===== config.mk =====
export PLATFORM = sky130hd
export DESIGN_NAME = fp_int_issue_router
export DESIGN_NICKNAME = d
export VERILOG_FILES = /design/src/rtl/issue_pkg.sv /design/src/rtl/route_select.sv /design/src/rtl/issue_stage.sv /design/src/rtl/slot_counter.sv /design/src/rtl/fp_int_issue_router.sv
export SDC_FILE = /design/constraint.sdc
export NUM_CORES = 1
export LEC_CHECK = 0
export BUFFER_PORTS_ARGS = -buffer_cell sky130_fd_sc_hd__buf_2
export CAP_MARGIN = 20
export CORE_ASPECT_RATIO = 1.75
export CORE_MARGIN = 10
export CORE_UTILIZATION = 50
export CTS_BUF_LIST = sky130_fd_sc_hd__clkbuf_16
export DETAILED_ROUTE_END_ITERATION = 6
export GPL_TIMING_DRIVEN = 0
export PLACE_DENSITY = 0.9
export SYNTH_ARGS = -nofsm -noshare
export SYNTH_HDL_FRONTEND = slang
export SYNTH_SLANG_ARGS = --single-unit

===== constraint.sdc =====
create_clock -name clk -period 2.2 [get_ports clk]
set_clock_uncertainty 0.2 [all_clocks]
set_input_delay 0.22 -clock clk [delete_from_list [all_inputs] [get_ports clk]]
set_output_delay 0.22 -clock clk [all_outputs]
set_load 0.02 [all_outputs]

===== src/rtl/issue_pkg.sv =====
package issue_pkg;

    localparam int LANES_PER_PORT = 64;
    localparam int NUM_PORTS      = 2;
    localparam int TOTAL_LANES    = LANES_PER_PORT * NUM_PORTS;

    localparam logic KIND_FP  = 1'b0;
    localparam logic KIND_INT = 1'b1;

    typedef enum logic [1:0] {
        MODE_SHARED  = 2'd0,
        MODE_SPLIT   = 2'd1,
        MODE_UNIFIED = 2'd2,
        MODE_RSVD    = 2'd3
    } route_mode_e;

    // Which head entry a port takes this cycle, if any
    typedef struct packed {
        logic fire;
        logic from_second;
    } port_pick_t;

    // The reserved encoding behaves like shared wiring
    function automatic route_mode_e decode_mode(input logic [1:0] m);
        route_mode_e r;
        r = route_mode_e'(m);
        if (r == MODE_RSVD) r = MODE_SHARED;
        return r;
    endfunction

endpackage


===== src/rtl/route_select.sv =====
module route_select
    import issue_pkg::*;
(
    input  route_mode_e mode,
    input  logic        v0,
    input  logic        k0,
    input  logic        v1,
    input  logic        k1,
    output port_pick_t  pick0,
    output port_pick_t  pick1,
    output logic        pair
);
    always_comb begin
        pick0 = '0;
        pick1 = '0;
        pair  = 1'b0;
        case (mode)
            MODE_UNIFIED: begin
                // same kind on both ports, head always to port 0
                pick0.fire        = v0;
                pair              = v0 && v1 && (k1 == k0);
                pick1.fire        = pair;
                pick1.from_second = 1'b1;
            end
            MODE_SPLIT: begin
                if (k0 == KIND_FP) begin
                    pick0.fire        = v0;
                    pair              = v0 && v1 && (k1 == KIND_INT);
                    pick1.fire        = pair;
                    pick1.from_second = 1'b1;
                end else begin
                    pick1.fire        = v0;
                    pair              = v0 && v1 && (k1 == KIND_FP);
                    pick0.fire        = pair;
                    pick0.from_second = 1'b1;
                end
            end
            default: begin
                // shared path: port 1 serves integer or extra float
                if (k0 == KIND_FP) begin
                    pick0.fire        = v0;
                    pair              = v0 && v1;
                    pick1.fire        = pair;
                    pick1.from_second = 1'b1;
                end else begin
                    pick1.fire        = v0;
                    pair              = v0 && v1 && (k1 == KIND_FP);
                    pick0.fire        = pair;
                    pick0.from_second = 1'b1;
                end
            end
        endcase
    end
endmodule


===== src/rtl/issue_stage.sv =====
module issue_stage #(
    parameter int ID_W = 6
) (
    input  logic            clk,
    input  logic            rst,
    input  logic            fire_in,
    input  logic            kind_in,
    input  logic [ID_W-1:0] id_in,
    output logic            fire_q,
    output logic            kind_q,
    output logic [ID_W-1:0] id_q
);
    always_ff @(posedge clk) begin
        if (rst) begin
            fire_q <= 1'b0;
            kind_q <= 1'b0;
            id_q   <= '0;
        end else begin
            fire_q <= fire_in;
            if (fire_in) begin
                kind_q <= kind_in;
                id_q   <= id_in;
            end
        end
    end
endmodule


===== src/rtl/slot_counter.sv =====
module slot_counter #(
    parameter int CNT_W = 16
) (
    input  logic             clk,
    input  logic             rst,
    input  logic             bump,
    output logic [CNT_W-1:0] count
);
    always_ff @(posedge clk) begin
        if (rst)       count <= '0;
        else if (bump) count <= count + 1'b1;
    end
endmodule


===== src/rtl/fp_int_issue_router.sv =====
module fp_int_issue_router
    import issue_pkg::*;
#(
    parameter int ID_W  = 6,
    parameter int CNT_W = 16
) (
    input  logic             clk,
    input  logic             rst,
    input  logic [1:0]       mode,
    input  logic             hd0_valid,
    input  logic             hd0_kind,
    input  logic [ID_W-1:0]  hd0_id,
    output logic             hd0_ready,
    input  logic             hd1_valid,
    input  logic             hd1_kind,
    input  logic [ID_W-1:0]  hd1_id,
    output logic             hd1_ready,
    output logic             p0_fire,
    output logic             p0_kind,
    output logic [ID_W-1:0]  p0_id,
    output logic             p1_fire,
    output logic             p1_kind,
    output logic [ID_W-1:0]  p1_id,
    output logic [CNT_W-1:0] slot_count
);
    route_mode_e eff_mode;
    port_pick_t  pick0, pick1;
    logic        pair;
    logic [NUM_PORTS-1:0] pick_fire, pick_sec, fire_q, kind_q;
    logic [ID_W-1:0]      id_q [NUM_PORTS];

    assign eff_mode = decode_mode(mode);

    route_select u_sel (
        .mode  (eff_mode),
        .v0    (hd0_valid && !rst),
        .k0    (hd0_kind),
        .v1    (hd1_valid),
        .k1    (hd1_kind),
        .pick0 (pick0),
        .pick1 (pick1),
        .pair  (pair)
    );

    assign hd0_ready = !rst;
    assign hd1_ready = pair;

    assign pick_fire = {pick1.fire, pick0.fire};
    assign pick_sec  = {pick1.from_second, pick0.from_second};

    for (genvar p = 0; p < NUM_PORTS; p++) begin : g_port
        logic            sel_kind;
        logic [ID_W-1:0] sel_id;
        assign sel_kind = pick_sec[p] ? hd1_kind : hd0_kind;
        assign sel_id   = pick_sec[p] ? hd1_id   : hd0_id;
        issue_stage #(.ID_W(ID_W)) u_stage (
            .clk     (clk),
            .rst     (rst),
            .fire_in (pick_fire[p]),
            .kind_in (sel_kind),
            .id_in   (sel_id),
            .fire_q  (fire_q[p]),
            .kind_q  (kind_q[p]),
            .id_q    (id_q[p])
        );
    end

    slot_counter #(.CNT_W(CNT_W)) u_cnt (
        .clk   (clk),
        .rst   (rst),
        .bump  (|pick_fire),
        .count (slot_count)
    );

    assign p0_fire = fire_q[0];
    assign p0_kind = kind_q[0];
    assign p0_id   = id_q[0];
    assign p1_fire = fire_q[1];
    assign p1_kind = kind_q[1];
    assign p1_id   = id_q[1];

    a_r3_p0_float_only: assert property (@(posedge clk) disable iff (rst)
        (p0_fire && $past(eff_mode) != MODE_UNIFIED) |-> p0_kind == KIND_FP);

    a_r6_split_p1_int: assert property (@(posedge clk) disable iff (rst)
        (p1_fire && $past(eff_mode) == MODE_SPLIT) |-> p1_kind == KIND_INT);

    a_r7_unified_same_kind: assert property (@(posedge clk) disable iff (rst)
        (p0_fire && p1_fire && $past(eff_mode) == MODE_UNIFIED) |-> p0_kind == p1_kind);

    a_r8_second_needs_first: assert property (@(posedge clk) disable iff (rst)
        hd1_ready |-> (hd0_valid && hd0_ready));

    a_r9_issue_follows_accept: assert property (@(posedge clk) disable iff (rst)
        (p0_fire || p1_fire) |-> $past(hd0_valid && hd0_ready));

    a_r10_count_step: assert property (@(posedge clk) disable iff (rst)
        (p0_fire || p1_fire) |-> slot_count == $past(slot_count) + 1'b1);

    a_r10_count_hold: assert property (@(posedge clk) disable iff (rst)
        !(p0_fire || p1_fire) |-> $stable(slot_count));

    a_r11_reset_quiet: assert property (@(posedge clk)
        rst |-> !hd0_ready && !hd1_ready);
endmodule


==> results of run 1 <==
==> path summary, 6_finish.rpt <==
kind                                                                to                                   start  slack, ps  depth (start not counted)
worst max register to register            u_cnt.count[11]$_SDFFE_PP0P_             u_cnt.count[5]$_SDFFE_PP0P_        360                          5
worst min register to register  g_port[1].u_stage.id_q[4]$_SDFFE_PP0P_  g_port[1].u_stage.id_q[4]$_SDFFE_PP0P_        250                          2
worst min-delay path            g_port[1].u_stage.id_q[4]$_SDFFE_PP0P_                               hd0_id[4]         30                          3
worst max-delay path                      u_cnt.count[11]$_SDFFE_PP0P_             u_cnt.count[5]$_SDFFE_PP0P_        360                          5
==> power breakdown <==
| part | internal (mW) | switching (mW) |
|---|---|---|
| Clock | 0.531 | 0.252 |
| Combinational | 0.0903 | 0.136 |
| Sequential | 0.609 | 0.0137 |
==> sequential cells by signal, summed over array words and instances, names as in the netlist <==
signal	cells
g_port.u_stage.kind_q	2
u_cnt.count	16
g_port.u_stage.id_q	12
g_port.u_stage.fire_q	2
==> cells in the mapped netlist, types with 2 or more instances <==
cell                        n
sky130_fd_sc_hd__ha_1       3
sky130_fd_sc_hd__clkbuf_1   3
sky130_fd_sc_hd__or3_1     10
sky130_fd_sc_hd__and4_1     2
sky130_fd_sc_hd__buf_6      3
sky130_fd_sc_hd__o21ai_1    3
sky130_fd_sc_hd__nor2_1    13
sky130_fd_sc_hd__dfxtp_1   32
sky130_fd_sc_hd__a21oi_1   12
sky130_fd_sc_hd__inv_1      5
sky130_fd_sc_hd__mux2i_1   24
sky130_fd_sc_hd__nand3_1    5
sky130_fd_sc_hd__buf_2      2
sky130_fd_sc_hd__a31o_1     6
sky130_fd_sc_hd__nand4_1    3
sky130_fd_sc_hd__o21ai_0    9
sky130_fd_sc_hd__xnor2_1    2
sky130_fd_sc_hd__nand2_1   14
sky130_fd_sc_hd__nand2b_1   3
==> placed cells by master, fill, tap and decap left out, types with 2 or more instances in the layout <==
cell type,instances
sky130_fd_sc_hd__buf_2,54
sky130_fd_sc_hd__dfxtp_1,32
sky130_fd_sc_hd__mux2i_1,24
sky130_fd_sc_hd__nand2_1,14
sky130_fd_sc_hd__nor2_1,13
sky130_fd_sc_hd__a21oi_1,12
sky130_fd_sc_hd__or3_1,10
sky130_fd_sc_hd__o21ai_0,9
sky130_fd_sc_hd__a31o_1,6
sky130_fd_sc_hd__inv_1,5
sky130_fd_sc_hd__nand3_1,5
sky130_fd_sc_hd__clkbuf_16,5
sky130_fd_sc_hd__nand2b_1,3
sky130_fd_sc_hd__buf_6,3
sky130_fd_sc_hd__clkbuf_1,3
sky130_fd_sc_hd__nand4_1,3
sky130_fd_sc_hd__o21ai_1,3
sky130_fd_sc_hd__ha_1,3
sky130_fd_sc_hd__and4_1,2
sky130_fd_sc_hd__xnor2_1,2
==> metrics by stage <==
step	worst slack (ps)	cells	hold slack (ps)
after detailed placement	129	272	231
after floorplan	364	177	192
after global placement	152	272	231
final	361	281	32.9
after CTS	398	281	32.1
after global routing	268	281	61.1
==> final cells by class <==
type | count | area, um2 | share of cell area [%]
Clock inverter | 3 | 42.5 | 2.01
Sequential cell | 32 | 641 | 30.2
Tap cell | 43 | 53.8 | 2.54
Inverter | 7 | 26.3 | 1.24
Timing Repair Buffer | 53 | 270 | 12.7
Multi-Input combinational cell | 129 | 900 | 42.4
Buffer | 9 | 62.6 | 2.95
Clock buffer | 5 | 125 | 5.90
==> metal layers <==
layer  GRT usage (%)  wire length [um]  up-vias
li1                -                 -      759
met1            12.5              1590      748
met2            30.0              2450       65
met3            7.28               385        4
met4            5.43                34        0
met5               0                 0        -
==> what timing repair did <==
| item | CTS | global route |
|---|---|---|
| hold endpoints to repair | 4 | 0 |
| endpoints found under the setup margin | 0 | 0 |
| hold buffers | 1 | 0 |
| setup buffers | 0 | 0 |
==> critical path: stages, from the launching register on <==
cell	delay, ps
sky130_fd_sc_hd__dfxtp_1	420
sky130_fd_sc_hd__and4_1	220
sky130_fd_sc_hd__clkbuf_1	280
sky130_fd_sc_hd__nand4_1	180
sky130_fd_sc_hd__or3_1	330
sky130_fd_sc_hd__a21oi_1	140
==> cells by family (layout without fill, tap and decap cells) <==
family,Yosys count,count (layout)
xor gates and xnor gates,2,2
adders and majority gates,3,3
and+or+nand+nor,59,59
muxes,24,24
DFF,32,32
buffers and inverters,16,77
AOI/OAI and AO/OA,41,41
==> qor.log, run 1 <==
INFO  grt            initial_antenna_violation_count=0
INFO  timing         rsz0062_at_grt=false
INFO  cells_and_area final_area=2120um2
INFO  floorplanning  number_of_rows_created_at_floorplan=27
INFO  synthesis      synthesis.instances=177
INFO  route          antenna_nets_post_route=0
INFO  cts            clock_tree.buffer_depth=2
INFO  synthesis      yosys.area_share.adder=2.30%
INFO  synthesis      synth-simple-area-share=19.2%
INFO  timing         worst-slew-pin-transition=716ps
INFO  timing         finalSetupTns=0ps
INFO  synthesis      post_synth.cell_area_avg=9.20um2
INFO  grt            global_route.overflow_total=0
INFO  floorplanning  coreArea=3140um2
INFO  synthesis      synthDominantCellAreaShare=39.3%
INFO  route          number_of_violations_reported_at_the_end_of_detailed_routing_iteration_0=61
INFO  cells_and_area n_antenna_cell=0
INFO  route          drc=0
INFO  grt            number_of_global_route_vias_before_repair=1,652
INFO  synthesis      synth-main-ff-cell=sky130_fd_sc_hd__dfxtp_1
INFO  worst_setup_path worstPathMaxFanout=7
INFO  timing         finalWorstPathRequiredPeriod=1840ps
INFO  cts            cts-buffers-inserted=5
INFO  floorplanning  die_w=63.2um
INFO  synthesis      synth.ff_latch_count=32
INFO  cells_and_area areaGrowthSynthToFinish=30.2%
INFO  place          cell_area_after_placement=1940um2
INFO  cts            cts_resized=0
INFO  worst_setup_path worstSetupPathType=reg -> reg
INFO  floorplanning  fp.dieH=95.5um
INFO  place          numPortBuffers=52
INFO  route          detail_route.first_pass.iterations=4
INFO  hold_path      hold_path_class=in -> reg
INFO  synthesis      yosysSeqAreaShare=39.3%
INFO  cells_and_area finish.net_count=260
INFO  cts            clock_sinks=32
INFO  timing         max_freq=544MHz
INFO  route          detail_route.wirelength=4.46mm
INFO  synthesis      synth_xor_xnor_area_share=1.08%
INFO  cts            insertion_delay=280ps
INFO  timing         final_max_slew_viol_count=0
INFO  cts            h-tree-depth=2
INFO  synthesis      synth_top_family_by_area=simple AND/OR/NAND/NOR gates
INFO  pwr            design_power_total=1.63mW
INFO  floorplanning  ioPinCount=54
INFO  cts            clk_transition_reported_paths=50ps
INFO  synthesis      mappedNetlistArea=1630um2
INFO  route          num_vias=1,576
INFO  timing         worst_slew_margin_rel=51.9%
INFO  worst_setup_path worst-endpoint-arrival=1850ps
INFO  grt            grt_first_pass_wirelength=7.43mm
INFO  synthesis      yosysTopAreaCell=sky130_fd_sc_hd__dfxtp_1
INFO  outcome        outcome=completed
INFO  synthesis      ys_top_cells_by_area=sky130_fd_sc_hd__dfxtp_1 (39%), sky130_fd_sc_hd__mux2i_1 (15%), sky130_fd_sc_hd__or3_1 (3.8%)
INFO  synthesis      synth_compound_area_share=17.9%
INFO  grt            track_usage=15.1%
INFO  worst_setup_path worst_ep_required_time=2210ps
INFO  pwr            worst_ir_drop_vdd=0.000597V
INFO  synthesis      synth-warning-count=0
INFO  timing         final.period_utilization=83.6%
INFO  grt            grt_start_max_net_pins=12
INFO  cells_and_area utilization=67.5%
INFO  pwr            cellPowerDensity=769nW/um2
INFO  synthesis      yosys.cell_types.count=42
INFO  timing         timing_hold_violations_final=0
INFO  synthesis      yosys-mux-area-fraction=14.7%
INFO  worst_setup_path setup.worst_path.end_class=flop
INFO  synthesis      async_reset_ff_share=0%
INFO  floorplanning  die_area=6030um2
INFO  flow_run       cap_violations=0
INFO  place          dp.final_hpwl=3.26mm
INFO  cts            tritoncts=done
INFO  cts            ctsRootBufferMaster=sky130_fd_sc_hd__clkbuf_16
INFO  timing         finalSetupViolations=0
INFO  cells_and_area final_layout_size_suffix_gt1_share=30.7%
INFO  synthesis      syn_nets=200
INFO  route          routed_wirelength_normalized_by_instance_count=15.9um
INFO  route          via_per_instance_ratio=5.61
INFO  pwr            power.leakage=0.998nW
INFO  cells_and_area final.fill_count=271
INFO  place          gp_routability_congestion=0.851
INFO  worst_setup_path worstSetupStartpointType=flop
INFO  floorplanning  starting_density=51.9%
INFO  synthesis      synth-edff-count=0
Note: power is estimated with default switching activity, not from simulation.
==> run 2, diff against run 1 <==
--- a/config.mk
+++ b/config.mk
@@ -9,11 +9,11 @@
 export CAP_MARGIN = 20
 export CORE_ASPECT_RATIO = 1.75
 export CORE_MARGIN = 10
-export CORE_UTILIZATION = 50
+export CORE_UTILIZATION = 45
 export CTS_BUF_LIST = sky130_fd_sc_hd__clkbuf_16
 export DETAILED_ROUTE_END_ITERATION = 6
 export GPL_TIMING_DRIVEN = 0
-export PLACE_DENSITY = 0.9
+export PLACE_DENSITY = 0.86
 export SYNTH_ARGS = -nofsm -noshare
 export SYNTH_HDL_FRONTEND = slang
 export SYNTH_SLANG_ARGS = --single-unit
==> constraint.sdc (replaced) <==
create_clock -name clk -period 1.5 [get_ports clk]
set_clock_uncertainty 0.2 [all_clocks]
set_input_delay 0.15 -clock clk [delete_from_list [all_inputs] [get_ports clk]]
set_output_delay 0.15 -clock clk [all_outputs]
set_load 0.02 [all_outputs]
==> run 2 against run 1 <==
Net effect: the flow now finishes with violations (negative setup slack); fmax rose by 11%; global-route usage rose by 0.94 points; total power rose by 38%; sequential share of layout area fell by 3.4 points; setup slack got worse by 520 ps; critical path depth did not move; critical endpoint is now u_cnt.count[7]$_SDFFE_PP0P_.
==> qor.log, run 2 (synthesis gave the netlist of run 1 again) <==
INFO  outcome        outcome=complete, but fails checks
INFO  outcome        failed_checks=negative setup slack
INFO  grt            grt_start_max_net_pins=11 [-1]
INFO  route          antenna_nets_post_route=0 [unchanged]
INFO  floorplanning  number_of_rows_created_at_floorplan=28 [+3.7%]
INFO  timing         worst_slew_margin_rel=64.2% [+12 points]
INFO  route          num_vias=1,699 [+7.8%]
INFO  cts            clock_sinks=32 [unchanged]
INFO  worst_setup_path worst_r2r_endpoint=u_cnt.count[7]$_SDFFE_PP0P_
INFO  pwr            power_report.internal_total=1.66mW [+35%]
INFO  worst_setup_path worstSetupStartpointType=flop
INFO  timing         finalWorstPathRequiredPeriod=1660ps [-179 ps]
INFO  pwr            worst_ir_drop_vdd=0.000916V [+53%]
INFO  pwr            sw_frac_of_total=26.2% [+1.6 points]
INFO  cts            cts-buffers-inserted=5 [unchanged]
INFO  grt            global_route.overflow_total=0 [unchanged]
INFO  route          detail_route.wirelength=5.32mm [+19%]
INFO  worst_setup_path crit_family=simple AND/OR/NAND/NOR gates
INFO  hold_path      hold_path_class=in -> reg
INFO  cells_and_area utilization=72.8% [+5.3 points]
INFO  floorplanning  die_area=6520um2 [+8.1%]
INFO  floorplanning  ioPinCount=54 [unchanged]
INFO  timing         timing.hold.ws=35.9ps [+2.95 ps]
INFO  floorplanning  fp.dieH=99.6um [+4.3%]
INFO  cells_and_area areaGrowthSynthToFinish=53.5%
INFO  worst_setup_path crit_path_cell_trace=and4b_2 > o311ai_4 > buf_6 > or3_4 > a21oi_2
INFO  pwr            pwr-share-seq=40.1% [+1.9 points]
INFO  route          routed_wirelength_normalized_by_instance_count=17.4um [+9.8%]
INFO  worst_setup_path worstPathMaxFanout=5 [-2]
INFO  timing         setup_slack=-160ps [-521 ps]
INFO  route          drc=0 [unchanged]
INFO  pwr            power.combinational.fraction=18.3% [+4.4 points]
INFO  timing         finalSetupTns=-1250ps [-1250 ps]
INFO  worst_setup_path crit_path_max_incr_delay=340ps [-80 ps]
INFO  timing         rsz0062_at_grt=true
INFO  timing         final.period_utilization=111% [+27 points]
INFO  worst_setup_path worst_ep_required_time=1500ps [-710 ps]
INFO  worst_setup_path crit_path_top_delay_cell=sky130_fd_sc_hd__dfxtp_4
INFO  flow_run       cap_violations=0 [unchanged]
INFO  grt            initial_antenna_violation_count=0 [unchanged]
INFO  cells_and_area finish.net_count=282 [+8.5%]
INFO  floorplanning  starting_density=47.4% [-4.4 points]
INFO  cells_and_area layout_cells_excl_fill=305 [+8.5%]
INFO  cells_and_area final_layout_size_suffix_gt1_share=42.7% [+12 points]
INFO  hold_path      hp-start=hd0_valid
INFO  place          dp.final_hpwl=3.42mm [+4.9%]
INFO  cts            tritoncts=done
INFO  worst_setup_path worst-path-buf-inv=1 [unchanged]
INFO  pwr            power.leakage=1.14nW [+14%]
INFO  cts            h-tree-depth=2 [unchanged]
INFO  cells_and_area n_antenna_cell=0 [unchanged]
INFO  cts            ctsRootBufferMaster=sky130_fd_sc_hd__clkbuf_16
INFO  timing         worst-slew-pin-transition=537ps [-179 ps]
INFO  floorplanning  coreArea=3430um2 [+9.3%]
INFO  pwr            cellPowerDensity=902nW/um2 [+17%]
INFO  place          cell_area_after_placement=2030um2 [+4.7%]
INFO  route          via_per_instance_ratio=5.57 [-0.68%]
INFO  cells_and_area layout.cells.most_common=sky130_fd_sc_hd__buf_2
INFO  worst_setup_path worstSetupPathType=reg -> reg
INFO  timing         finalSetupViolations=13 [+13]
INFO  pwr            design_power_total=2.26mW [+38%]
INFO  floorplanning  die_w=65.5um [+3.7%]
INFO  timing         final_max_slew_viol_count=0 [unchanged]
INFO  worst_setup_path setup.worst_path.end_class=flop
INFO  worst_setup_path rrSetupSlack=-160ps [-520 ps]
INFO  cts            insertion_delay=280ps [about the same]
INFO  cts            clock_tree.buffer_depth=2 [unchanged]
INFO  cells_and_area registers.top_by_ff_count=u_cnt.count
INFO  place          gp_routability_congestion=0.752 [-12%]
INFO  cells_and_area top_regs=u_cnt.count x16, g_port.u_stage.id_q x12
INFO  grt            track_usage=16.1% [+0.94 points]
INFO  grt            grt_first_pass_wirelength=8.50mm [+14%]
INFO  route          number_of_violations_reported_at_the_end_of_detailed_routing_iteration_0=110 [+80%]
INFO  cells_and_area top_library_cells_by_usage_in_the_layout_fill_and_taps_aside=sky130_fd_sc_hd__buf_2 (49), sky130_fd_sc_hd__mux2i_1 (24), sky130_fd_sc_hd__dfxtp_1 (21)
INFO  timing         max_freq=602MHz [+11%]
INFO  place          post-place-cells=274 [+0.74%]
INFO  pwr            p_switching=0.592mW [+47%]
INFO  hold_path      worstHoldEndpoint=g_port[0].u_stage.kind_q$_SDFFE_PP0P_
INFO  worst_setup_path worst-endpoint-arrival=1660ps [-190 ps]
INFO  timing         timing_hold_violations_final=0 [unchanged]
INFO  place          detailedPlace.worstSlack=-313ps [-442 ps]
INFO  cts            clk_transition_reported_paths=50ps [about the same]
INFO  hold_path      timing.hold.worst_path_depth=3 [unchanged]
INFO  place          numPortBuffers=52 [unchanged]
INFO  cells_and_area final_area=2500um2 [+18%]
INFO  route          detail_route.first_pass.iterations=4 [unchanged]
INFO  cells_and_area largest_register_ffs=16 [unchanged]
INFO  worst_setup_path regToRegStartpoint=u_cnt.count[3]$_SDFFE_PP0P_
INFO  pwr            p_clk_share=41.6% [-6.4 points]
INFO  grt            number_of_global_route_vias_before_repair=1,804 [+9.2%]
INFO  worst_setup_path reg2reg_depth=5 [unchanged]
## run 2: tightest hold or removal path, stage by stage
cell,delay [ps]
sky130_fd_sc_hd__buf_2,140
sky130_fd_sc_hd__a32oi_1,110
sky130_fd_sc_hd__nor2_1,70
## run 2: area by class of cell
| class | count | area (um2) |
|---|---|---|
| inverters | 7 | 31.3 |
| clock buffers | 5 | 125 |
| fillers | 289 | 933 |
| repair buffers | 75 | 492 |
| clock inverters | 3 | 11.3 |
| multi-input cells | 129 | 1030 |
| well taps | 45 | 56.3 |
| plain buffers | 9 | 87.6 |
| flip-flops and latches | 32 | 669 |
## run 2: power groups by stage
stage	Sequential, mW	Combinational [mW]	Clock [mW]
after global routing	0.908	0.443	0.991
after CTS	0.904	0.385	0.960
final	0.905	0.412	0.939
after detailed placement	0.921	0.351	0
after global placement	0.920	0.343	0
after floorplan	0.973	0.180	0
## run 2: routing by layer
layer	global-route usage, %	wire (um)	vias up
met1	14.1	1760	822
met5	0	0	-
met4	6.46	96	0
met3	5.96	403	8
met2	31.0	3050	62
li1	-	-	807
## run 2: how the worst max path moves through the flow
| stage | slack, ps | end | from | depth (start not counted) |
|---|---|---|---|---|
| 3_5_place_dp | -310 | u_cnt.count[15]$_SDFFE_PP0P_ | mode[1] | 8 |
| 4_1_cts | -140 | u_cnt.count[8]$_SDFFE_PP0P_ | u_cnt.count[2]$_SDFFE_PP0P_ | 5 |
| 2_1_floorplan | -80 | u_cnt.count[15]$_SDFFE_PP0P_ | mode[1] | 6 |
| 3_3_place_gp | -290 | g_port[0].u_stage.id_q[5]$_SDFFE_PP0P_ | mode[0] | 9 |
| 5_1_grt | -210 | u_cnt.count[9]$_SDFFE_PP0P_ | u_cnt.count[3]$_SDFFE_PP0P_ | 5 |
| 6_report | -160 | u_cnt.count[7]$_SDFFE_PP0P_ | u_cnt.count[3]$_SDFFE_PP0P_ | 5 |
## run 2: repair_timing
action / in CTS / in global routing
hold buffers: 12 / 1
setup buffers: 4 / 4
pin swaps: 4 / 9
endpoints found under the setup margin: 21 / 27
endpoints found under the hold margin: 10 / 1
resized for setup: 13 / 21
gates cloned: 1 / 1
==> run 3, diff against run 2 <==
--- a/config.mk
+++ b/config.mk
@@ -7,7 +7,6 @@
 export LEC_CHECK = 0
 export BUFFER_PORTS_ARGS = -buffer_cell sky130_fd_sc_hd__buf_2
 export CAP_MARGIN = 20
-export CORE_ASPECT_RATIO = 1.75
 export CORE_MARGIN = 10
 export CORE_UTILIZATION = 45
 export CTS_BUF_LIST = sky130_fd_sc_hd__clkbuf_16
==> run 3 against run 2 <==
Net effect: the flow still finishes with violations (negative setup slack); register-to-register slack about the same; sequential share of layout area is essentially flat; core utilization increased by 0.30 points; design area shrank 0.10%; combinational power about the same; hold slack worse by 19 ps; count of clock-buffer cells in the layout stayed put; largest cell class unchanged.
==> qor.log, run 3 (synthesis gave the netlist of run 1 again) <==
INFO  worst_setup_path crit_family=simple AND/OR/NAND/NOR gates
INFO  floorplanning  ioPinCount=54 [unchanged]
INFO  route          via_per_instance_ratio=5.49 [-1.5%]
INFO  floorplanning  number_of_rows_created_at_floorplan=21 [-25%]
INFO  timing         max_freq=607MHz [+0.77%]
INFO  timing         finalWorstPathRequiredPeriod=1650ps [-12.7 ps]
INFO  grt            number_of_global_route_vias_before_repair=1,717 [-4.8%]
INFO  timing         final.period_utilization=110% [-0.84 points]
INFO  worst_setup_path crit_start=u_cnt.count[2]$_SDFFE_PP0P_
INFO  cells_and_area multi_input_area=1020um2 [-0.85%]
INFO  floorplanning  die_area=6430um2 [-1.5%]
INFO  route          detail_route.first_pass.iterations=4 [unchanged]
INFO  route          drc=0 [unchanged]
INFO  cells_and_area areaGrowthSynthToFinish=53.3%
INFO  pwr            cellPowerDensity=909nW/um2 [+0.70%]
INFO  route          antenna_nets_post_route=0 [unchanged]
INFO  timing         finalSetupViolations=11 [-2]
INFO  cts            cts-buffers-inserted=5 [unchanged]
INFO  outcome        outcome=complete, but fails checks
INFO  cts            clk_transition_reported_paths=50ps [about the same]
INFO  worst_setup_path worst_r2r_endpoint=u_cnt.count[7]$_SDFFE_PP0P_
INFO  flow_run       cap_violations=0 [unchanged]
INFO  cells_and_area layout_cells_excl_fill=307 [+0.66%]
INFO  grt            grt_start_max_net_pins=11 [unchanged]
INFO  worst_setup_path worstSetupStartpointType=flop
INFO  worst_setup_path worst-path-buf-inv=1 [unchanged]
INFO  worst_setup_path worst-endpoint-arrival=1640ps [-20 ps]
INFO  pwr            power.leakage=1.16nW [+1.8%]
INFO  floorplanning  die_w=80.2um [+22%]
INFO  cts            tritoncts=done
INFO  floorplanning  starting_density=47.7% [+0.24 points]
INFO  timing         rsz0062_at_grt=true
INFO  cts            clock_sinks=32 [unchanged]
INFO  floorplanning  coreArea=3420um2 [-0.51%]
INFO  cts            insertion_delay=280ps [about the same]
INFO  worst_setup_path crit_cells=5 [unchanged]
INFO  worst_setup_path crit_path_top_delay_cell=sky130_fd_sc_hd__dfxtp_4
INFO  worst_setup_path rrSetupSlack=-150ps [about the same]
INFO  cells_and_area final_layout_size_suffix_gt1_share=42.9% [+0.22 points]
INFO  grt            track_usage=15.4% [-0.72 points]
INFO  timing         worst_slew_margin_rel=65.6% [+1.4 points]
INFO  cells_and_area largest_register_ffs=16 [unchanged]
INFO  cells_and_area final-seq-area=669um2 [unchanged]
INFO  worst_setup_path crit_path_max_incr_delay=330ps [about the same]
INFO  cells_and_area registers.top_by_ff_count=u_cnt.count
INFO  grt            global_route.overflow_total=0 [unchanged]
INFO  cells_and_area top_library_cells_by_usage_in_the_layout_fill_and_taps_aside=sky130_fd_sc_hd__buf_2 (51), sky130_fd_sc_hd__mux2i_1 (24), sky130_fd_sc_hd__dfxtp_1 (21), sky130_fd_sc_hd__nor2_1 (13), sky130_fd_sc_hd__dlygate4sd3_1 (13)
INFO  worst_setup_path worstPathMaxFanout=5 [unchanged]
INFO  cells_and_area finish.net_count=283 [+0.35%]
INFO  grt            initial_antenna_violation_count=0 [unchanged]
INFO  cells_and_area n_antenna_cell=0 [unchanged]
INFO  worst_setup_path timing.critical_path.to=u_cnt.count[7]$_SDFFE_PP0P_
INFO  hold_path      hold_path_class=in -> reg
INFO  place          post-place-cells=275 [+0.36%]
INFO  timing         timing_hold_violations_final=0 [unchanged]
INFO  place          detailedPlace.worstSlack=-314ps [-0.691 ps]
INFO  place          numPortBuffers=52 [unchanged]
INFO  cells_and_area top_regs=u_cnt.count x16, g_port.u_stage.id_q x12
INFO  cells_and_area final.fill_count=250 [-13%]
INFO  place          dp.final_hpwl=3.14mm [-8.1%]
INFO  cells_and_area layout.cells.most_common=sky130_fd_sc_hd__buf_2
INFO  grt            grt_first_pass_wirelength=7.78mm [-8.5%]
INFO  place          gp_routability_congestion=0.747 [-0.60%]
INFO  route          num_vias=1,684 [-0.88%]
INFO  timing         setup_slack=-148ps [+12.7 ps]
INFO  route          number_of_violations_reported_at_the_end_of_detailed_routing_iteration_0=57 [-48%]
INFO  worst_setup_path setup.worst_path.end_class=flop
INFO  worst_setup_path regToRegStartpoint=u_cnt.count[2]$_SDFFE_PP0P_
INFO  route          detail_route.wirelength=5.12mm [-3.7%]
INFO  worst_setup_path worstSetupPathType=reg -> reg
INFO  timing         final_max_slew_viol_count=0 [unchanged]
INFO  pwr            worst_ir_drop_vdd=0.000744V [-19%]
INFO  worst_setup_path crit_path_cell_trace=and4b_2 > o311ai_4 > buf_6 > or3_4 > a21oi_2
INFO  worst_setup_path reg2reg_depth=5 [unchanged]
INFO  pwr            design_power_total=2.27mW [+0.60%]
INFO  timing         worst-slew-pin-transition=517ps [-20.5 ps]
INFO  cts            clock_tree.buffer_depth=2 [unchanged]
INFO  outcome        failed_checks=negative setup slack
INFO  timing         finalSetupTns=-1020ps [+231 ps]
INFO  route          routed_wirelength_normalized_by_instance_count=16.7um [-4.3%]
INFO  cts            h-tree-depth=2 [unchanged]
INFO  floorplanning  fp.dieH=80.2um [-20%]
INFO  worst_setup_path worst_ep_required_time=1500ps [about the same]
INFO  cts            ctsRootBufferMaster=sky130_fd_sc_hd__clkbuf_16
[run 3: cell count changes in the layout (fill, tap and decap cells not counted), sizes merged]
cell  before  now
buf       69   70
[run 3: tightest hold or removal path: stages]
cell and delay, ps:
sky130_fd_sc_hd__buf_2 140, sky130_fd_sc_hd__a32oi_1 100, sky130_fd_sc_hd__nor2_1 70
[run 3: area by class of cell]
cell class                      count  area share (%)
Timing Repair Buffer               77            20.4
Sequential cell                    32            26.8
Clock buffer                        5            5.01
Inverter                            7            1.15
Multi-Input combinational cell    129            40.8
Buffer                              8            3.06
Tap cell                           46            2.30
Clock inverter                      3           0.451
[run 3: worst min-delay path by stage]
stage	startpoint	endpoint	slack, ps	cells after the start
floorplan	hd0_valid	g_port[0].u_stage.kind_q$_SDFFE_PP0P_	120	2
global placement	rst	u_cnt.count[12]$_SDFFE_PP0P_	160	2
detailed placement	rst	u_cnt.count[13]$_SDFFE_PP0P_	160	2
CTS	hd0_valid	g_port[0].u_stage.kind_q$_SDFFE_PP0P_	10	3
global route	hd0_valid	g_port[0].u_stage.kind_q$_SDFFE_PP0P_	60	3
finish	hd0_valid	g_port[0].u_stage.kind_q$_SDFFE_PP0P_	20	3
[run 3: repair_timing]
item,4_1_cts,5_1_grt
hold buffers,13,0
endpoints found under the hold margin,10,0
gates resized for setup,18,12
cloned,2,0
endpoints found under the setup margin,14,23
pin swaps,9,8
setup buffers,5,5
[run 3: stage by stage]
stage / hold WS [ps] / util (%) / instance area (um2)
2_1_floorplan: 118 / - / 1720
3_3_place_gp: 160 / 59.6 / 2040
3_5_place_dp: 162 / 59.6 / 2040
4_1_cts: 14.3 / 70.8 / 2420
5_1_grt: 60.5 / 73.1 / 2500
6_report: 16.9 / 73.1 / 2500
[run 3: power breakdown]
group	internal, mW	switching [mW]	total, mW
Sequential	0.883	0.0213	0.905
Combinational	0.186	0.228	0.414
Clock	0.596	0.355	0.951
Total	1.67	0.604	2.27
[run 3: per-layer routing]
metal / global-route usage, % / vias to the layer above / wire (um)
met5: 0 / - / 0
met4: 8.80 / 0 / 113
met3: 6.12 / 9 / 457
met2: 27.8 / 69 / 2720
met1: 14.3 / 799 / 1830
li1: - / 807 / -
